==> config.mk <==
export PLATFORM = sky130hd
export DESIGN_NAME = acc_core
export DESIGN_NICKNAME = d
export VERILOG_FILES = /design/src/rtl/acc_core_pkg.sv /design/src/rtl/acc_alu.sv /design/src/rtl/acc_fetch.sv /design/src/rtl/acc_callstack.sv /design/src/rtl/acc_core.sv
export SDC_FILE = /design/constraint.sdc
export NUM_CORES = 1
export LEC_CHECK = 0
export BUFFER_PORTS_ARGS = -buffer_cell sky130_fd_sc_hd__buf_2
export CAP_MARGIN = 10
export CORE_ASPECT_RATIO = 0.9
export CORE_UTILIZATION = 40
export DETAILED_ROUTE_END_ITERATION = 8
export MAX_ROUTING_LAYER = met4
export PLACE_DENSITY = 0.55
export SYNTH_ARGS = -nofsm -noshare
export SYNTH_HDL_FRONTEND = slang
export SYNTH_SLANG_ARGS = --single-unit
==> constraint.sdc <==
create_clock -name clk -period 13.8 [get_ports clk]
set_input_delay 2.07 -clock clk [delete_from_list [all_inputs] [get_ports clk]]
set_output_delay 2.07 -clock clk [all_outputs]
set_load 0.1 [all_outputs]
==> src/rtl/acc_core_pkg.sv <==
package acc_core_pkg;

  typedef enum logic [3:0] {
    OP_NOP  = 4'd0,
    OP_LDI  = 4'd1,
    OP_MOV  = 4'd2,
    OP_STR  = 4'd3,
    OP_ADD  = 4'd4,
    OP_SUB  = 4'd5,
    OP_ADC  = 4'd6,
    OP_RSH  = 4'd7,
    OP_LSH  = 4'd8,
    OP_LDM  = 4'd9,
    OP_STM  = 4'd10,
    OP_JMP  = 4'd11,
    OP_CALL = 4'd12,
    OP_RET  = 4'd13,
    OP_RSV0 = 4'd14,
    OP_RSV1 = 4'd15
  } op_e;

  typedef enum logic [2:0] {
    FN_ADD,
    FN_SUB,
    FN_ADC,
    FN_RSH,
    FN_LSH
  } alu_fn_e;

  typedef struct packed {
    logic z;
    logic m;
    logic c;
  } flags_t;

  function automatic logic is_two_word(op_e op);
    return op inside {OP_LDI, OP_LDM, OP_STM, OP_JMP, OP_CALL};
  endfunction

  function automatic logic is_alu(op_e op);
    return op inside {OP_ADD, OP_SUB, OP_ADC, OP_RSH, OP_LSH};
  endfunction

  function automatic logic cond_met(logic [2:0] cc, flags_t f);
    case (cc)
      3'd0:    return 1'b1;
      3'd1:    return f.z;
      3'd2:    return !f.z;
      3'd3:    return f.m;
      3'd4:    return !f.m;
      3'd5:    return f.c;
      3'd6:    return !f.c;
      default: return 1'b0;
    endcase
  endfunction

endpackage

==> src/rtl/acc_alu.sv <==
module acc_alu
  import acc_core_pkg::*;
#(
  parameter int W = 8
) (
  input  logic [W-1:0] a,
  input  logic [W-1:0] b,
  input  logic         cin,
  input  alu_fn_e      fn,
  output logic [W-1:0] y,
  output logic         cout
);

  logic [W:0] wide;

  always_comb begin
    wide = '0;
    case (fn)
      FN_ADD:  wide = {1'b0, a} + {1'b0, b};
      FN_SUB:  wide = {1'b0, a} - {1'b0, b};
      FN_ADC:  wide = {1'b0, a} + {1'b0, b} + {{W{1'b0}}, cin};
      FN_RSH:  wide = {a[0], 1'b0, a[W-1:1]};
      FN_LSH:  wide = {a, 1'b0};
      default: wide = '0;
    endcase
    y    = wide[W-1:0];
    cout = wide[W];
  end

endmodule

==> src/rtl/acc_fetch.sv <==
module acc_fetch #(
  parameter int DEPTH = 96,
  parameter int AW    = 7
) (
  input  logic          clk,
  input  logic          rst_n,
  input  logic          en,
  input  logic          load_en,
  input  logic [AW-1:0] load_addr,
  input  logic [7:0]    load_data,
  input  logic          redirect,
  input  logic [AW-1:0] redirect_pc,
  output logic [AW-1:0] pc_o,
  output logic [7:0]    word_o,
  output logic [AW-1:0] word_pc_o,
  output logic          word_vld_o
);

  localparam logic [AW-1:0] LAST = AW'(DEPTH - 1);

  logic [7:0]    prog_q [DEPTH];
  logic [AW-1:0] pc_q, pc_d, wpc_q, wpc_d;
  logic [7:0]    word_q, word_d;
  logic          vld_q, vld_d;

  always_ff @(posedge clk) begin
    if (load_en && (load_addr < AW'(DEPTH))) prog_q[load_addr] <= load_data;
  end

  always_comb begin
    pc_d   = pc_q;
    word_d = word_q;
    wpc_d  = wpc_q;
    vld_d  = vld_q;
    if (en) begin
      if (redirect) begin
        pc_d  = redirect_pc;
        vld_d = 1'b0;
      end else begin
        word_d = prog_q[pc_q];
        wpc_d  = pc_q;
        vld_d  = 1'b1;
        pc_d   = (pc_q == LAST) ? '0 : pc_q + AW'(1);
      end
    end
  end

  always_ff @(posedge clk or negedge rst_n) begin
    if (!rst_n) begin
      pc_q   <= '0;
      word_q <= '0;
      wpc_q  <= '0;
      vld_q  <= 1'b0;
    end else begin
      pc_q   <= pc_d;
      word_q <= word_d;
      wpc_q  <= wpc_d;
      vld_q  <= vld_d;
    end
  end

  assign pc_o       = pc_q;
  assign word_o     = word_q;
  assign word_pc_o  = wpc_q;
  assign word_vld_o = vld_q;

  p_pc_in_range_r2: assert property (@(posedge clk) disable iff (!rst_n)
    pc_q <= LAST);

  p_hold_while_loading_r3: assert property (@(posedge clk) disable iff (!rst_n)
    !en |=> $stable(pc_q) && $stable(vld_q));

endmodule

==> src/rtl/acc_callstack.sv <==
module acc_callstack #(
  parameter int DEPTH = 8,
  parameter int AW    = 7
) (
  input  logic          clk,
  input  logic          rst_n,
  input  logic          push,
  input  logic          pop,
  input  logic [AW-1:0] push_addr,
  output logic [AW-1:0] top_addr
);

  localparam int PW = (DEPTH > 1) ? $clog2(DEPTH) : 1;
  localparam int CW = $clog2(DEPTH + 1);
  localparam logic [PW-1:0] PLAST = PW'(DEPTH - 1);
  localparam logic [CW-1:0] FULL  = CW'(DEPTH);

  logic [AW-1:0] slot_q [DEPTH];
  logic [PW-1:0] ptr_q, ptr_d, ptr_inc, ptr_dec;
  logic [CW-1:0] cnt_q, cnt_d;

  assign ptr_inc  = (ptr_q == PLAST) ? '0 : ptr_q + PW'(1);
  assign ptr_dec  = (ptr_q == '0) ? PLAST : ptr_q - PW'(1);
  assign top_addr = (cnt_q == '0) ? '0 : slot_q[ptr_dec];

  always_ff @(posedge clk) begin
    if (push) slot_q[ptr_q] <= push_addr;
  end

  always_comb begin
    ptr_d = ptr_q;
    cnt_d = cnt_q;
    if (push) begin
      ptr_d = ptr_inc;
      cnt_d = (cnt_q == FULL) ? cnt_q : cnt_q + CW'(1);
    end else if (pop && (cnt_q != '0)) begin
      ptr_d = ptr_dec;
      cnt_d = cnt_q - CW'(1);
    end
  end

  always_ff @(posedge clk or negedge rst_n) begin
    if (!rst_n) begin
      ptr_q <= '0;
      cnt_q <= '0;
    end else begin
      ptr_q <= ptr_d;
      cnt_q <= cnt_d;
    end
  end

  p_depth_bound_r8: assert property (@(posedge clk) disable iff (!rst_n)
    cnt_q <= FULL);

  p_push_grows_r8: assert property (@(posedge clk) disable iff (!rst_n)
    (push && (cnt_q < FULL)) |=> cnt_q == $past(cnt_q) + CW'(1));

endmodule

==> src/rtl/acc_core.sv <==
module acc_core
  import acc_core_pkg::*;
#(
  parameter int PROG_DEPTH  = 96,
  parameter int RAM_DEPTH   = 16,
  parameter int STACK_DEPTH = 8,
  parameter int NREGS       = 8,
  localparam int PAW = $clog2(PROG_DEPTH)
) (
  input  logic           clk,
  input  logic           rst_n,
  input  logic           load_en,
  input  logic [PAW-1:0] load_addr,
  input  logic [7:0]     load_data,
  output logic [7:0]     dbg_acc,
  output logic [PAW-1:0] dbg_pc
);

  localparam int RAW  = $clog2(RAM_DEPTH);
  localparam int RSEL = $clog2(NREGS);

  // reset: asserted at once, released after two clock edges
  logic rst_meta_q, rst_core_n;
  always_ff @(posedge clk or negedge rst_n) begin
    if (!rst_n) begin
      rst_meta_q <= 1'b0;
      rst_core_n <= 1'b0;
    end else begin
      rst_meta_q <= 1'b1;
      rst_core_n <= rst_meta_q;
    end
  end

  logic en;
  assign en = !load_en;

  // fetch
  logic           flush;
  logic [PAW-1:0] redirect_pc, f_pc, f_wpc;
  logic [7:0]     f_word;
  logic           f_vld;

  acc_fetch #(.DEPTH(PROG_DEPTH), .AW(PAW)) u_fetch (
    .clk(clk), .rst_n(rst_core_n), .en(en),
    .load_en(load_en), .load_addr(load_addr), .load_data(load_data),
    .redirect(flush), .redirect_pc(redirect_pc),
    .pc_o(f_pc), .word_o(f_word), .word_pc_o(f_wpc), .word_vld_o(f_vld)
  );

  // decode: holds the opcode of a two-byte instruction until its operand arrives
  op_e            f_op;
  logic           pend_q, pend_d;
  op_e            pend_op_q, pend_op_d;
  logic [2:0]     pend_fld_q, pend_fld_d;
  logic [PAW-1:0] pend_pc_q, pend_pc_d;
  logic           ex_vld_q, ex_vld_d;
  op_e            ex_op_q, ex_op_d;
  logic [2:0]     ex_fld_q, ex_fld_d;
  logic [7:0]     ex_imm_q, ex_imm_d;
  logic [PAW-1:0] ex_pc_q, ex_pc_d;

  assign f_op = op_e'(f_word[7:4]);

  always_comb begin
    pend_d     = pend_q;
    pend_op_d  = pend_op_q;
    pend_fld_d = pend_fld_q;
    pend_pc_d  = pend_pc_q;
    ex_vld_d   = ex_vld_q;
    ex_op_d    = ex_op_q;
    ex_fld_d   = ex_fld_q;
    ex_imm_d   = ex_imm_q;
    ex_pc_d    = ex_pc_q;
    if (en) begin
      ex_vld_d = 1'b0;
      if (flush) begin
        pend_d = 1'b0;
      end else if (f_vld) begin
        if (pend_q) begin
          ex_vld_d = 1'b1;
          ex_op_d  = pend_op_q;
          ex_fld_d = pend_fld_q;
          ex_imm_d = f_word;
          ex_pc_d  = pend_pc_q;
          pend_d   = 1'b0;
        end else if (is_two_word(f_op)) begin
          pend_d     = 1'b1;
          pend_op_d  = f_op;
          pend_fld_d = f_word[2:0];
          pend_pc_d  = f_wpc;
        end else begin
          ex_vld_d = 1'b1;
          ex_op_d  = f_op;
          ex_fld_d = f_word[2:0];
          ex_imm_d = '0;
          ex_pc_d  = f_wpc;
        end
      end
    end
  end

  always_ff @(posedge clk or negedge rst_core_n) begin
    if (!rst_core_n) begin
      pend_q     <= 1'b0;
      pend_op_q  <= OP_NOP;
      pend_fld_q <= '0;
      pend_pc_q  <= '0;
      ex_vld_q   <= 1'b0;
      ex_op_q    <= OP_NOP;
      ex_fld_q   <= '0;
      ex_imm_q   <= '0;
      ex_pc_q    <= '0;
    end else begin
      pend_q     <= pend_d;
      pend_op_q  <= pend_op_d;
      pend_fld_q <= pend_fld_d;
      pend_pc_q  <= pend_pc_d;
      ex_vld_q   <= ex_vld_d;
      ex_op_q    <= ex_op_d;
      ex_fld_q   <= ex_fld_d;
      ex_imm_q   <= ex_imm_d;
      ex_pc_q    <= ex_pc_d;
    end
  end

  // execute / writeback
  logic [7:0]      acc_q, acc_d;
  flags_t          flags_q, flags_d;
  logic [7:0]      regs_q [NREGS];
  logic [7:0]      ram_q  [RAM_DEPTH];
  logic [RSEL-1:0] rsel;
  logic [RAW-1:0]  ram_idx;
  logic            reg_we, ram_we, do_push, do_pop;
  logic [PAW-1:0]  ret_addr, stack_top, jump_tgt;
  logic [PAW:0]    pc_plus2;
  alu_fn_e         fn;
  logic [7:0]      alu_y;
  logic            alu_c;

  assign rsel     = ex_fld_q[RSEL-1:0];
  assign ram_idx  = ex_imm_q[RAW-1:0];
  assign pc_plus2 = {1'b0, ex_pc_q} + (PAW+1)'(2);
  assign ret_addr = (pc_plus2 >= (PAW+1)'(PROG_DEPTH)) ?
                    PAW'(pc_plus2 - (PAW+1)'(PROG_DEPTH)) : PAW'(pc_plus2);
  assign jump_tgt = (ex_imm_q < 8'(PROG_DEPTH)) ? PAW'(ex_imm_q) : '0;

  always_comb begin
    case (ex_op_q)
      OP_SUB:  fn = FN_SUB;
      OP_ADC:  fn = FN_ADC;
      OP_RSH:  fn = FN_RSH;
      OP_LSH:  fn = FN_LSH;
      default: fn = FN_ADD;
    endcase
  end

  acc_alu #(.W(8)) u_alu (
    .a(acc_q), .b(regs_q[rsel]), .cin(flags_q.c), .fn(fn), .y(alu_y), .cout(alu_c)
  );

  acc_callstack #(.DEPTH(STACK_DEPTH), .AW(PAW)) u_stack (
    .clk(clk), .rst_n(rst_core_n), .push(do_push), .pop(do_pop),
    .push_addr(ret_addr), .top_addr(stack_top)
  );

  always_comb begin
    acc_d       = acc_q;
    flags_d     = flags_q;
    reg_we      = 1'b0;
    ram_we      = 1'b0;
    flush       = 1'b0;
    do_push     = 1'b0;
    do_pop      = 1'b0;
    redirect_pc = jump_tgt;
    if (en && ex_vld_q) begin
      case (ex_op_q)
        OP_LDI: acc_d  = ex_imm_q;
        OP_MOV: acc_d  = regs_q[rsel];
        OP_STR: reg_we = 1'b1;
        OP_LDM: acc_d  = ram_q[ram_idx];
        OP_STM: ram_we = 1'b1;
        OP_JMP: flush  = cond_met(ex_fld_q, flags_q);
        OP_CALL: begin
          flush   = 1'b1;
          do_push = 1'b1;
        end
        OP_RET: begin
          flush       = 1'b1;
          do_pop      = 1'b1;
          redirect_pc = stack_top;
        end
        default: begin
          if (is_alu(ex_op_q)) begin
            acc_d   = alu_y;
            flags_d = '{z: (alu_y == 8'h00), m: alu_y[7], c: alu_c};
          end
        end
      endcase
    end
  end

  always_ff @(posedge clk) begin
    if (ram_we) ram_q[ram_idx] <= acc_q;
  end

  always_ff @(posedge clk or negedge rst_core_n) begin
    if (!rst_core_n) begin
      acc_q   <= '0;
      flags_q <= '0;
      for (int i = 0; i < NREGS; i++) regs_q[i] <= '0;
    end else begin
      acc_q   <= acc_d;
      flags_q <= flags_d;
      if (reg_we) regs_q[rsel] <= acc_q;
    end
  end

  assign dbg_acc = acc_q;
  assign dbg_pc  = f_pc;

  p_squash_after_redirect_r7: assert property (@(posedge clk) disable iff (!rst_core_n)
    flush |=> !ex_vld_q);

  p_flags_only_alu_r5: assert property (@(posedge clk) disable iff (!rst_core_n)
    (en && ex_vld_q && !is_alu(ex_op_q)) |=> $stable(flags_q));

  p_operand_joins_opcode_r6: assert property (@(posedge clk) disable iff (!rst_core_n)
    (en && !flush && pend_q && f_vld) |=> ex_vld_q && (ex_op_q == $past(pend_op_q)));

endmodule

## Yosys cells after proc, flatten, opt, wreduce, memory -nomap -nowiden

Memories as Yosys holds them, arrays and structs flattened. A register that Yosys moved wholly into a read port is not among the register bits.
Cells that the tools add are included.

| word-level totals | value |
|---|---|
| register bits | 137 |
| latch bits | 0 |
| bits in writable memories | 952 |
| memory bits (read-only) | 0 |
| input bits | 18 |
| memories | 3 |

| operators by class | value |
|---|---|
| $add $sub $neg | 10 |
| $mul | 0 |
| divide/modulo/power cells | 0 |
| order comparisons | 5 |
| equality and inequality tests | 33 |
| shift operators | 0 |
| multiplexer cells | 58 |
| bitwise logic cells | 6 |
| reduce and logical (&&, ||, !) cells | 30 |

Memory list:

| name | words | width | rd ports | clocked after memory_dff | write ports | RTL line | RTL |
|---|---|---|---|---|---|---|---|
| u_fetch.prog_q | 96 | 8 | 1 | 1 | 1 | acc_fetch.sv:21 | `logic [7:0] prog_q [DEPTH];` |
| ram_q | 16 | 8 | 1 | 0 | 1 | acc_core.sv:130 | `logic [7:0] ram_q [RAM_DEPTH];` |
| u_stack.slot_q | 8 | 7 | 1 | 0 | 1 | acc_callstack.sv:18 | `logic [AW-1:0] slot_q [DEPTH];` |

Operators with widths:

| cell | number |
|---|---|
| $bwmux W64 | 1 |
| $mux W7 | 9 |
| $mux W8 | 6 |
| $pmux W9 S5 | 1 |
| $eq A4 B4 Y1 const B | 11 |
| $pmux W8 S4 | 1 |
| $bmux W8 S3 | 1 |
| $demux W8 S3 | 1 |
| $mux W1 | 24 |
| $mux W4 | 5 |
| $mux W3 | 6 |
| $eq A4 B3 Y1 const B | 4 |
| $eq A3 B3 Y1 const B | 5 |
| $eq A3 B2 Y1 const B | 4 |
| $pmux W3 S4 | 1 |
| $reduce_bool A5 Y1 | 2 |
| $add A8 B8 Y9 | 1 |
| $add A9 B1 Y9 | 1 |
| $logic_not A3 Y1 | 3 |
| $sub A8 B8 Y9 | 1 |
| $add A7 B2 Y8 const B | 1 |
| $eq A4 B1 Y1 const B | 2 |
| $eq A4 B2 Y1 const B | 2 |
| $ge A8 B7 Y1 const B | 1 |
| 30 further kinds | 48 |

## Depth between registers and ports, before layout

| logic depth | value |
|---|---|
| depth after elaboration | 9 |
| gate-level depth with buffers | 15 |
| gate-level depth less buffers | 13 |

## By module

From an unflattened synthesis, not the netlist that was laid out.

| second synthesis, totals | value |
|---|---|
| cells, all modules | 2599 |
| area, all modules | 45781.4 um2 |

Modules (own cells, without submodules):

| module | times used | cells each | area each (um2) | sequential area each (um2) |
|---|---|---|---|---|
| acc_fetch | 1 | 1532 | 31089.8 | 23637.7 |
| acc_core | 1 | 717 | 10636.5 | 6721.4 |
| acc_callstack | 1 | 172 | 2762.6 | 1856.8 |
| acc_alu | 1 | 178 | 1292.5 | 0.0 |

## Worst setup path after synthesis

Ideal clock, no wire load.

| path | value |
|---|---|
| path type | input to register |
| from | in load_en |
| to | mem u_stack.slot_q[0][0], enable pin |
| library setup time | 0.390 ns |
| arrival | 3.826 ns |
| data required time | 13.410 ns |
| path slack | 9.584 ns |
| cell stages on the path | 5 |
| buffers on the path | 0 |
| path through | nor2b_1 -> nand3_1 -> nor3_2 -> clkinv_1 -> nor4_1 |

| on the way | value |
|---|---|
| longest elaborated chain between the ends | 5 |

Ends and longest elaborated chain:

| what | RTL line | RTL |
|---|---|---|
| start, declared | acc_core.sv:12 | `input logic load_en,` |
| $logic_not A1 Y1 | acc_core.sv:35 | `assign en = !load_en;` |
| $logic_and A1 B1 Y1 | acc_core.sv:175 | `if (en && ex_vld_q) begin` |
| $mux W1 | acc_core.sv:175 |  |
| $mux W1 | acc_callstack.sv:27 | `if (push) slot_q[ptr_q] <= push_addr;` |
| $mux W1 (implied by the code) | acc_callstack.sv:27 |  |
| end, declared | acc_callstack.sv:18 |  |

Every way passes these cells.

==> metrics.md <==
| Metric | Value |
|---|---|
| Status | `complete, but fails checks` |
| Failing checks | `DRC` |
| 1st-iter DRT viols | `1902` |
| Detailed-routed wire length on met3 | `5.80 mm` |
| Global route overflow | `0` |
| Synthesized area | `45000 um2` |
| Final setup vio count | `0` |
| Top cells by area, synth | `edfxtp_1 (64%), mux4_2 (15%), dfrtp_1 (8.1%), mux2_2 (2.5%), nor2_1 (1.5%)` |
| Row Count | `116` |
| Post-CTS setup buffers | `0` |
| RSZ-0062 raised after global routing | `false` |
| Die area | `114000 um2` |
| Syn avg cell area | `19.2 um2` |
| Hold-fix buffers, CTS | `0` |
| Crit Path Max Fanout | `58` |
| Total GRT Usage | `0.190` |
| Pwr Density | `198 nW/um2` |
| Core area | `111000 um2` |
| Period utilisation layout | `0.332` |
| Hpwl dp | `63.3 mm` |
| DRC violations left | `9` |
| Synthesized instance count | `2345` |
| Number of flops mapped to enable cells by yosys | `952` |
| Io pins | `33` |
| Yosys reg bits | `1097` |
| Most used DFF post-synth | `edfxtp_1` |
| Worst-margin pin slew | `1.16 ns` |
| Final worst path period need | `4.58 ns` |
| Crit path launch type | `flop` |
| Clock Sinks | `1097` |
| Seq/Total Area, Yosys | `0.717` |
| Count of final hold-check violations | `0` |
| Total power | `9960 uW` |
| Vias in the first global route | `23200` |
| Post-route cell area | `50400 um2` |
| Yosys top cell area share | `0.636` |
| Fmax | `218 MHz` |
| Starting density of the core | `0.404` |
| Layout cells sized above 1 | `0.266` |
| Metal-1 WL | `44.3 mm` |
| DR WL/cell | `25.9 um` |
| Synth area leader | `edfxtp_1` |
| Routed WL | `103 mm` |
| Resize count post-CTS | `0` |
| Largest net degree at the start of global routing | `105` |
| Critical Path AT | `5.13 ns` |
| Antenna violations before repair | `6` |
| Root buffer cell | `clkbuf_16` |
| Worst-path clk slew | `0.06 ns` |
| First-pass GRT wire length | `155 mm` |
| DR top layer | `met4` |
| Chip height | `320 um` |
| Post-Route Setup TNS | `0 ns` |
| Distinct cells, synth | `71` |
| Max-slew violations | `0` |
| Synth async-reset ratio | `0.132` |
| Die width | `355 um` |
| Commonest non-fill, non-tap cell in the layout | `edfxtp_1` |
| Number of port buffers | `32` |
| Clk_lat worst skew | `0.73 ns` |
| Max cap viols | `0` |
| Worst hold-check path type | `flop to flop` |
| TritonCTS clock tree | `yes` |
| CP Capture Type | `flop` |
| Leakage | `0.0163 uW` |
| Fill count | `9367` |
| CP required | `14.35 ns` |
| Layout area overhead | `12.1%` |
| Maximum VDD drop | `0.103 mV` |
| Metal2 WL | `50.3 mm` |
| Post-route setup slack | `9.22 ns` |
| Nets | `2441` |
| Num CTS Buffers | `110` |
| RD Place Congestion | `0.834` |
| Worst reg2reg setup slack | `9.22 ns` |
| H-Tree Level Count | `3` |
| Crit path kind | `flop to flop` |
| Area after DPL | `46700 um2` |
| Synth Warn # | `0` |
| Post-DRT Antenna Nets | `0` |
| Via count | `22100` |
| Via density | `5.56` |
| Slew HR | `0.230` |
| Clock skew | `0.0405 ns` |
| Drt pass-1 iters | `7` |
| Post-synth net total | `2392` |
| Commonest cells after routing, fill and taps aside | `edfxtp_1 (952), mux4_2 (305), nor2_1 (180)` |
| Maximum clock path buffer count | `3` |
| Place WS | `8.63 ns` |
## power breakdown
group	total, uW	internal, uW	switching (uW)
Clock	2990	1710	1280
Combinational	2870	1190	1670
Sequential	4110	3860	253
## cell usage after synthesis, types with 10 or more instances
cell type,n
xnor2_1,14
o21ai_0,61
nor2b_1,13
nor3_1,16
mux2i_1,41
mux4_2,305
buf_2,25
nand2b_1,26
nand3_1,15
nor2_1,180
clkbuf_1,87
a221oi_1,11
a21oi_1,35
buf_1,15
nand2_1,99
dfrtp_1,145
edfxtp_1,952
ha_1,26
a211oi_1,10
inv_1,27
mux2_2,98
## metal layers
| metal | GRT usage | up-vias |
|---|---|---|
| met2 | 0.296 | 565 |
| li1 | - | 9584 |
| met4 | 0.0516 | 0 |
| met5 | - | - |
| met3 | 0.0371 | 153 |
| met1 | 0.255 | 11800 |
## state kept, by name, indices dropped and copies added (netlist names)
signal and cells:
ex_imm_q 8, ex_vld_q 1, u_stack.ptr_q 3, rst_core_n 1, rst_meta_q 1, ex_fld_q 3
u_stack.slot_q 56, ram_q 128, ex_op_q 4, pend_q 1, pend_pc_q 7, flags_q 3
u_fetch.word_vld_o 1, pend_op_q 4, regs_q 64, u_stack.cnt_q 4, u_fetch.pc_o 7, ex_pc_q 7
dbg_acc 8, u_fetch.word_o 8, u_fetch.prog_q 768, u_fetch.word_pc_o 7, pend_fld_q 3
## worst max-delay path, cell delays in order (launching register included)
cell	delay (ns)
dfrtp_4	0.80
buf_4	0.74
buf_4	0.82
mux4_2	0.44
mux4_2	0.55
mux4_2	0.55
mux2i_1	0.25
o21ai_1	0.09
## layout make-up
cell class              count  area (um2)  area share
flip-flops and latches   1097       32200       0.639
diodes                      4        10.0    0.000199
well taps                1475        1850      0.0366
clock buffers             146        3030      0.0602
clock inverters            59         641      0.0127
repair buffers             74         508      0.0101
multi-input cells        1083       12000       0.239
inverters                  28         105     0.00208
## cell families (layout without fill, tap and decap cells)
logic type	after synthesis	count (layout)	synth area share
AO/OA/AOI/OAI	198	198	0.0287
flip-flops	1097	1097	0.717
buffers and inverters	165	307	0.0156
multiplexers	444	444	0.186
adder cells (fa/ha/maj)	29	29	0.00857
AND/OR/NAND/NOR	392	392	0.0401
other	1	5	0.0000834
XOR/XNOR	19	19	0.00370
## stage by stage
stage          std cells  hold WS (ns)   util
2_1_floorplan       2345         0.331      -
3_3_place_gp        3756         0.336  0.420
3_5_place_dp        3756         0.335  0.420
4_1_cts             3961         0.347  0.453
5_1_grt             3966         0.358  0.453
6_report            3966         0.347  0.453
## worst paths after layout
| check | start | to | cells past startpoint |
|---|---|---|---|
| setup / recovery | u_fetch.pc_o[1] | u_fetch.word_o[4] | 7 |
| hold / removal | rst_meta_q | rst_core_n | 0 |
| setup reg to reg | u_fetch.pc_o[1] | u_fetch.word_o[4] | 7 |
| hold reg to reg | rst_meta_q | rst_core_n | 0 |
| max in group asynchronous | rst_core_n | u_fetch.pc_o[1] | 1 |
| min in group asynchronous | rst_core_n | regs_q[15] | 0 |
Note: power is estimated with default switching activity, not from simulation.
